**src/rtl/txn_pkg.sv**
```systemverilog
// Package: shared state encoding, status codes and handshake mask for the
// transaction responder. Assumes 4-bit status words.
package txn_pkg;
    typedef enum logic [1:0] {
        ST_IDLE = 2'd0,
        ST_ACK  = 2'd1,
        ST_RECV = 2'd2,
        ST_SEND = 2'd3
    } txn_state_e;

    localparam logic [3:0] STAT_NONE = 4'h0;
    localparam logic [3:0] STAT_ERR  = 4'h2;
    localparam logic [3:0] STAT_OK   = 4'h8;
    localparam logic [7:0] HS_MASK   = 8'h07;
endpackage

```
**src/rtl/txn_status_regs.sv**
```systemverilog
// Module: per-index outcome registers with host read-and-clear.
// An outcome post wins over a clear to the same entry in the same cycle;
// the read still returns the value held before that edge.
// Assumes NUM_TXN >= 2.
module txn_status_regs #(
    parameter int NUM_TXN = 4,
    localparam int IDX_W  = $clog2(NUM_TXN)
) (
    input  logic                 clk,
    input  logic                 rst_n,
    input  logic                 post_en,
    input  logic [IDX_W-1:0]     post_idx,
    input  logic [3:0]           post_code,
    input  logic                 rd_en,
    input  logic [IDX_W-1:0]     rd_idx,
    output logic [3:0]           rd_data,
    output logic [NUM_TXN*4-1:0] stat_flat
);
    logic [3:0] stat_q [NUM_TXN];

    for (genvar g = 0; g < NUM_TXN; g++) begin : g_entry
        // Hold one outcome; a post has priority over a clear.
        always_ff @(posedge clk) begin
            if (!rst_n)
                stat_q[g] <= txn_pkg::STAT_NONE;
            else if (post_en && post_idx == IDX_W'(g))
                stat_q[g] <= post_code;
            else if (rd_en && rd_idx == IDX_W'(g))
                stat_q[g] <= txn_pkg::STAT_NONE;
        end
        assign stat_flat[g*4 +: 4] = stat_q[g];
    end

    // Capture the addressed entry for the host.
    always_ff @(posedge clk) begin
        if (!rst_n)
            rd_data <= txn_pkg::STAT_NONE;
        else if (rd_en)
            rd_data <= (int'(rd_idx) < NUM_TXN) ? stat_q[rd_idx] : txn_pkg::STAT_NONE;
    end
endmodule

```
**src/rtl/txn_gap_timer.sv**
```systemverilog
// Module: counts cycles without byte progress while a transaction is open.
// expired pulses on the LIMIT-th consecutive stalled cycle.
// Assumes LIMIT >= 2.
module txn_gap_timer #(
    parameter int LIMIT  = 64,
    localparam int CNT_W = $clog2(LIMIT + 1)
) (
    input  logic clk,
    input  logic rst_n,
    input  logic run,
    input  logic kick,
    output logic expired
);
    logic [CNT_W-1:0] cnt_q;

    // Restart on progress or when no transaction is open, else count.
    always_ff @(posedge clk) begin
        if (!rst_n || !run || kick)
            cnt_q <= '0;
        else
            cnt_q <= cnt_q + 1'b1;
    end

    assign expired = run && !kick && (cnt_q == CNT_W'(LIMIT - 1));
endmodule

```
**src/rtl/txn_responder.sv**
```systemverilog
// Module: target-side transaction sequencer for a half-duplex byte link.
// Takes an index byte, answers index ^ 7, receives then sends the
// per-index byte counts, and posts an outcome per index.
// Assumes the link layer removes the echo of its own transmitted bytes,
// and that desc_* and rd_data are combinational from their selects.
module txn_responder #(
    parameter int NUM_TXN     = 4,
    parameter int LEN_W       = 4,
    parameter int TIMEOUT_CYC = 64,
    localparam int IDX_W      = $clog2(NUM_TXN)
) (
    input  logic             clk,
    input  logic             rst_n,
    input  logic             rx_valid,
    input  logic [7:0]       rx_data,
    input  logic             rx_err,
    output logic             tx_valid,
    output logic [7:0]       tx_data,
    input  logic             tx_ready,
    output logic [IDX_W-1:0] desc_sel,
    input  logic [LEN_W-1:0] desc_in_len,
    input  logic [LEN_W-1:0] desc_out_len,
    output logic             wr_en,
    output logic [IDX_W-1:0] wr_idx,
    output logic [LEN_W-1:0] wr_off,
    output logic [7:0]       wr_data,
    output logic [IDX_W-1:0] rd_idx,
    output logic [LEN_W-1:0] rd_off,
    input  logic [7:0]       rd_data,
    input  logic             st_rd_en,
    input  logic [IDX_W-1:0] st_rd_idx,
    output logic [3:0]       st_rd_data
);
    import txn_pkg::*;

    txn_state_e       state_q, state_d;
    logic [IDX_W-1:0] cur_idx_q;
    logic [LEN_W-1:0] cnt_q, in_len_q, out_len_q;
    logic             post_en, kick, expired, cnt_clr, cnt_inc, ld_len;
    logic [3:0]       post_code;
    logic [NUM_TXN*4-1:0] stat_flat;

    wire idx_ok  = ({24'd0, rx_data} < 32'(NUM_TXN));
    wire tx_fire = tx_valid && tx_ready;

    // Next-state, output and outcome decode for the sequencer.
    always_comb begin
        state_d   = state_q;
        post_en   = 1'b0;
        post_code = STAT_OK;
        tx_valid  = 1'b0;
        tx_data   = 8'h00;
        wr_en     = 1'b0;
        kick      = 1'b0;
        cnt_clr   = 1'b0;
        cnt_inc   = 1'b0;
        ld_len    = 1'b0;
        unique case (state_q)
            ST_IDLE: if (rx_valid && !rx_err && idx_ok) state_d = ST_ACK;
            ST_ACK: begin
                tx_valid = 1'b1;
                tx_data  = 8'(cur_idx_q) ^ HS_MASK;
                if (tx_fire) begin
                    kick = 1'b1; cnt_clr = 1'b1; ld_len = 1'b1;
                    if (desc_in_len != '0)       state_d = ST_RECV;
                    else if (desc_out_len != '0) state_d = ST_SEND;
                    else begin state_d = ST_IDLE; post_en = 1'b1; end
                end
            end
            ST_RECV: if (rx_valid) begin
                kick = 1'b1;
                if (rx_err) begin
                    state_d = ST_IDLE; post_en = 1'b1; post_code = STAT_ERR;
                end else begin
                    wr_en = 1'b1;
                    if (cnt_q == in_len_q - 1'b1) begin
                        cnt_clr = 1'b1;
                        if (out_len_q != '0) state_d = ST_SEND;
                        else begin state_d = ST_IDLE; post_en = 1'b1; end
                    end else cnt_inc = 1'b1;
                end
            end
            ST_SEND: begin
                tx_valid = 1'b1;
                tx_data  = rd_data;
                if (tx_fire) begin
                    kick = 1'b1;
                    if (cnt_q == out_len_q - 1'b1) begin
                        state_d = ST_IDLE; post_en = 1'b1;
                    end else cnt_inc = 1'b1;
                end
            end
            default: state_d = ST_IDLE;
        endcase
        if (expired) begin
            state_d = ST_IDLE; post_en = 1'b1; post_code = STAT_ERR;
        end
    end

    // Sequencer registers: state, index, byte counter, latched lengths.
    always_ff @(posedge clk) begin
        if (!rst_n) begin
            state_q   <= ST_IDLE;
            cur_idx_q <= '0;
            cnt_q     <= '0;
            in_len_q  <= '0;
            out_len_q <= '0;
        end else begin
            state_q <= state_d;
            if (state_q == ST_IDLE && rx_valid && !rx_err && idx_ok)
                cur_idx_q <= rx_data[IDX_W-1:0];
            if (cnt_clr)      cnt_q <= '0;
            else if (cnt_inc) cnt_q <= cnt_q + 1'b1;
            if (ld_len) begin
                in_len_q  <= desc_in_len;
                out_len_q <= desc_out_len;
            end
        end
    end

    assign desc_sel = cur_idx_q;
    assign wr_idx   = cur_idx_q;
    assign wr_off   = cnt_q;
    assign wr_data  = rx_data;
    assign rd_idx   = cur_idx_q;
    assign rd_off   = cnt_q;

    txn_gap_timer #(.LIMIT(TIMEOUT_CYC)) u_timer (
        .clk     (clk),
        .rst_n   (rst_n),
        .run     (state_q != ST_IDLE),
        .kick    (kick),
        .expired (expired)
    );

    txn_status_regs #(.NUM_TXN(NUM_TXN)) u_status (
        .clk       (clk),
        .rst_n     (rst_n),
        .post_en   (post_en),
        .post_idx  (cur_idx_q),
        .post_code (post_code),
        .rd_en     (st_rd_en),
        .rd_idx    (st_rd_idx),
        .rd_data   (st_rd_data),
        .stat_flat (stat_flat)
    );
endmodule

```
**config.mk**
```make
export PLATFORM = sky130hd
export DESIGN_NAME = txn_responder
export DESIGN_NICKNAME = d
export VERILOG_FILES = /design/src/rtl/txn_pkg.sv /design/src/rtl/txn_status_regs.sv /design/src/rtl/txn_gap_timer.sv /design/src/rtl/txn_responder.sv
export SDC_FILE = /design/constraint.sdc
export NUM_CORES = 1
export LEC_CHECK = 0
export ABC_AREA = 0
export BUFFER_PORTS_ARGS = -buffer_cell sky130_fd_sc_hd__buf_2
export CORE_MARGIN = 2
export CORE_UTILIZATION = 46
export DETAILED_ROUTE_END_ITERATION = 7
export PLACE_DENSITY = 0.76
export SLEW_MARGIN = 20
export SYNTH_ARGS = -nofsm -noshare
export SYNTH_HDL_FRONTEND = slang
export SYNTH_SLANG_ARGS = --single-unit
```
**constraint.sdc**
```tcl
create_clock -name clk -period 2 [get_ports clk]
set_input_delay 0.2 -clock clk [delete_from_list [all_inputs] [get_ports clk]]
set_output_delay 0.2 -clock clk [all_outputs]
set_load 0.02 [all_outputs]
```
==> impl_metrics.csv <==
group,metric,value,unit
synth,syn-cell-area,0.002147,mm²
clock_tree,cts.path.max_buffers,2,
timing,timing.final.crit_share,105.5,%
synth,synth.top_cells.by_count,"nand2_1 (30), dfxtp_1 (25), buf_4 (18)",
power,pwr_density_cell,567.5,mW/mm²
timing,holdWs,160.5,ps
die,initial_core_util,48.64,%
detailed_routing,drcViolationCount,0,
clock_tree,htreeDepth,2,
timing,fmax,0.4739,GHz
detailed_routing,drt_iter0_drc,63,
worst_setup_path,endpoint_kind,"flip-flop",
worst_setup_path,worstPathCellList,"xor3_1 > nor3_4 > a41oi_2 > o211a_4 > o311ai_4",
timing,relSlewSlack,61.26,%
synth,yosysMostFrequentCell,"nand2_1",
detailed_routing,viasPerCell,5.329,
synth,yosys_register_bits,33,
die,die-width,72.32,µm
placed_design,gp_congestion,0.8809,
die,die_area,0.005230,mm²
cells_and_area,fin_util,63.38,%
clock_tree,path_clk_slew,70,ps
timing,hold_viol_final,0,
timing,period_minus_slack,2110,ps
die,core,0.004414,mm²
timing,drv_slew,0,
global_route,grt_pass1_vias,1853,
global_route,overflow,0,
synth,synthFlopType,"dfxtp_1",
cells_and_area,syn_to_final_growth,30.30,%
synth,ys_warn_count,0,
synth,netlist_instances,241,
placed_design,dpl_cell_area,0.002640,mm²
global_route,grt_max_degree,15,
timing,rsz0062_at_grt,"yes",
detailed_routing,dr.pass1.iters,4,
die,die_h,72.32,µm
worst_setup_path,startpoint_type,"flip-flop",
run_status,status,"finished, violations left",
hold_path,hp-class,"primary input to flip-flop",
clock_tree,numCtsBuffers,5,
worst_setup_path,crit_arrival,2090,ps
worst_setup_path,path_max_fanout,7,
synth,synth.avg_cell_area,8.909,µm²
job,max_cap_viol_count,0,
detailed_routing,ant_nets,0,
worst_setup_path,crit_buf_inv,0,
detailed_routing,wl,5196,µm
clock_tree,cts_root_buffer,"clkbuf_8",
die,io_pins,68,
detailed_routing,routedWlPerCell,14.01,µm
synth,synth.distinct_cells,49,
timing,finalSetupViolCount,8,
synth,synth_top_area_share,23.31,%
clock_tree,cts.sinks,33,
global_route,antenna_found_initial,0,
placed_design,io_buffers,65,
die,rows,24,
cells_and_area,n_antenna_cell,0,
clock_tree,clkLatencyLatePin,290,ps
synth,synth.area.top_cells,"dfxtp_1 (23%), edfxtp_1 (11%), buf_4 (6.3%)",
cells_and_area,fin_area,0.002798,mm²
global_route,grt_util_all_layers,20.33,%
run_status,violations,"setup timing",
clock_tree,postCtsHoldBufs,0,
power,power.leakage,1.251,nW
worst_setup_path,slowest_delay,440,ps
timing,tightest_slew,581.1,ps
clock_tree,cts_tree,"built",
global_route,grt_pass1_wl,8266,µm
power,ir_worst_vdd,0.3520,mV
synth,yosysSeqAreaShare,34.50,%
worst_setup_path,crit_required,1980,ps
worst_setup_path,crit_family,"compound AO/OA/AOI/OAI gates",
cells_and_area,layout-drive-gt1-share,39.18,%
worst_setup_path,critPathSlowestCell,"xor3_1",
placed_design,dp.cells,361,
cells_and_area,stdcell_count,371,
detailed_routing,vias,1977,
placed_design,hpwl,4114,µm
timing,skew,7.597,ps
cells_and_area,final_nets,359,
worst_setup_path,path_class,"flip-flop to flip-flop",
synth,synth-edff-count,8,
timing,worst_slack,-110.2,ps
timing,finalSetupTns,-794.9,ps
synth,synth_top_cell_by_area,"dfxtp_1",
synth,ys_async_sr_fraction,0,%
-- cells in the final DEF, fill, tap and decap left out, drive strengths merged, types with 2 or more instances in the layout --
cell type	Yosys	final
a21boi	9	9
edfxtp	8	8
conb	1	2
nor4	4	4
nand4	2	2
xor2	4	4
nand2b	3	3
buf	18	93
a21o	3	3
o211ai	5	5
a21oi	7	7
dfxtp	25	25
mux2i	6	6
nor2b	5	5
a31oi	2	2
xor3	2	2
mux4	2	2
nand2	30	30
and2	7	7
or2	2	2
o311ai	3	3
nand3b	2	2
clkbuf	6	5
nor2	13	13
and3	2	2
nand3	10	10
ha	9	9
o21ai	7	7
clkinv	0	3
nor3	8	8
inv	13	13
xnor2	9	9
-- per-layer routing --
metal | vias to the layer above | share of wire (%) | routed length, µm | track usage, %
li1 | 989 | - | - | -
met1 | 921 | 43 | 2209 | 24.74
met3 | 13 | 5.9 | 307 | 4.722
met2 | 54 | 49 | 2538 | 34.66
met5 | - | 0 | 0 | 0
met4 | 0 | 2.7 | 141 | 7.966
-- worst reg2reg max path: stages (launching register included) --
cell      delay (ps)
dfxtp_2          330
xor3_1           440
nor3_4           260
a41oi_2          150
o211a_4          310
o311ai_4         310
-- power by group --
group,leakage (nW),total (mW),switching [mW],internal (mW)
combinational,0.920,0.393,0.228,0.165
sequential,0.288,0.722,0.0159,0.706
clock,0.0430,0.473,0.239,0.234
-- sequential cells by signal, indices dropped and copies added, names as in the netlist --
register	cells
u_status.stat_q	8
u_timer.cnt_q	7
in_len_q	4
out_len_q	4
rd_off	4
desc_sel	2
state_q	2
u_status.rd_data	2
-- through the flow --
stage | power, mW | setup WS (ps)
floorplan | 0.9757 | -51.84
global placement | 1.104 | -29.13
detailed placement | 1.114 | -139.8
CTS | 1.597 | -113.9
global route | 1.665 | -137.5
finish | 1.588 | -110.2
-- cell type report --
cell class,instances,area (µm²)
multi-input combinational,172,1319
sequential,33,748.2
clock buffer,5,68.82
inverter,13,48.80
timing repair buffer,93,535.5
tap,52,65.06
clock inverter,3,12.51
fill,386,1617
-- logic make-up after synthesis --
kind of cell | count (synthesis) | share of synthesized area (%)
other | 1 | 0.1747
xor gates and xnor gates | 15 | 7.518
and+or+nand+nor | 90 | 21.15
adders and majority gates | 9 | 5.245
muxes | 8 | 4.895
AOI/OAI and AO/OA | 48 | 16.90
buffers and inverters | 37 | 9.615
DFF | 33 | 34.50
-- timing repair --
action | CTS | global route
endpoints found under the setup margin | 10 | 14
pin swaps | 0 | 1
setup buffers | 2 | 0
gates resized for setup | 5 | 7
-- final timing paths --
| kind | startpoint | endpoint | slack [ps] | depth (start not counted) |
|---|---|---|---|---|
| min reg2reg | u_timer.cnt_q[0]$_SDFF_PP0_ | u_timer.cnt_q[0]$_SDFF_PP0_ | 440 | 1 |
| max | in_len_q[2]$_SDFFE_PN0P_ | u_status.stat_q[3][3]$_SDFFCE_PP0P_ | -110 | 5 |
| max reg2reg | in_len_q[2]$_SDFFE_PN0P_ | u_status.stat_q[3][3]$_SDFFCE_PP0P_ | -110 | 5 |
| min | desc_in_len[0] | in_len_q[0]$_SDFFE_PN0P_ | 160 | 3 |
No activity file was read; power rests on OpenSTA's default activity.
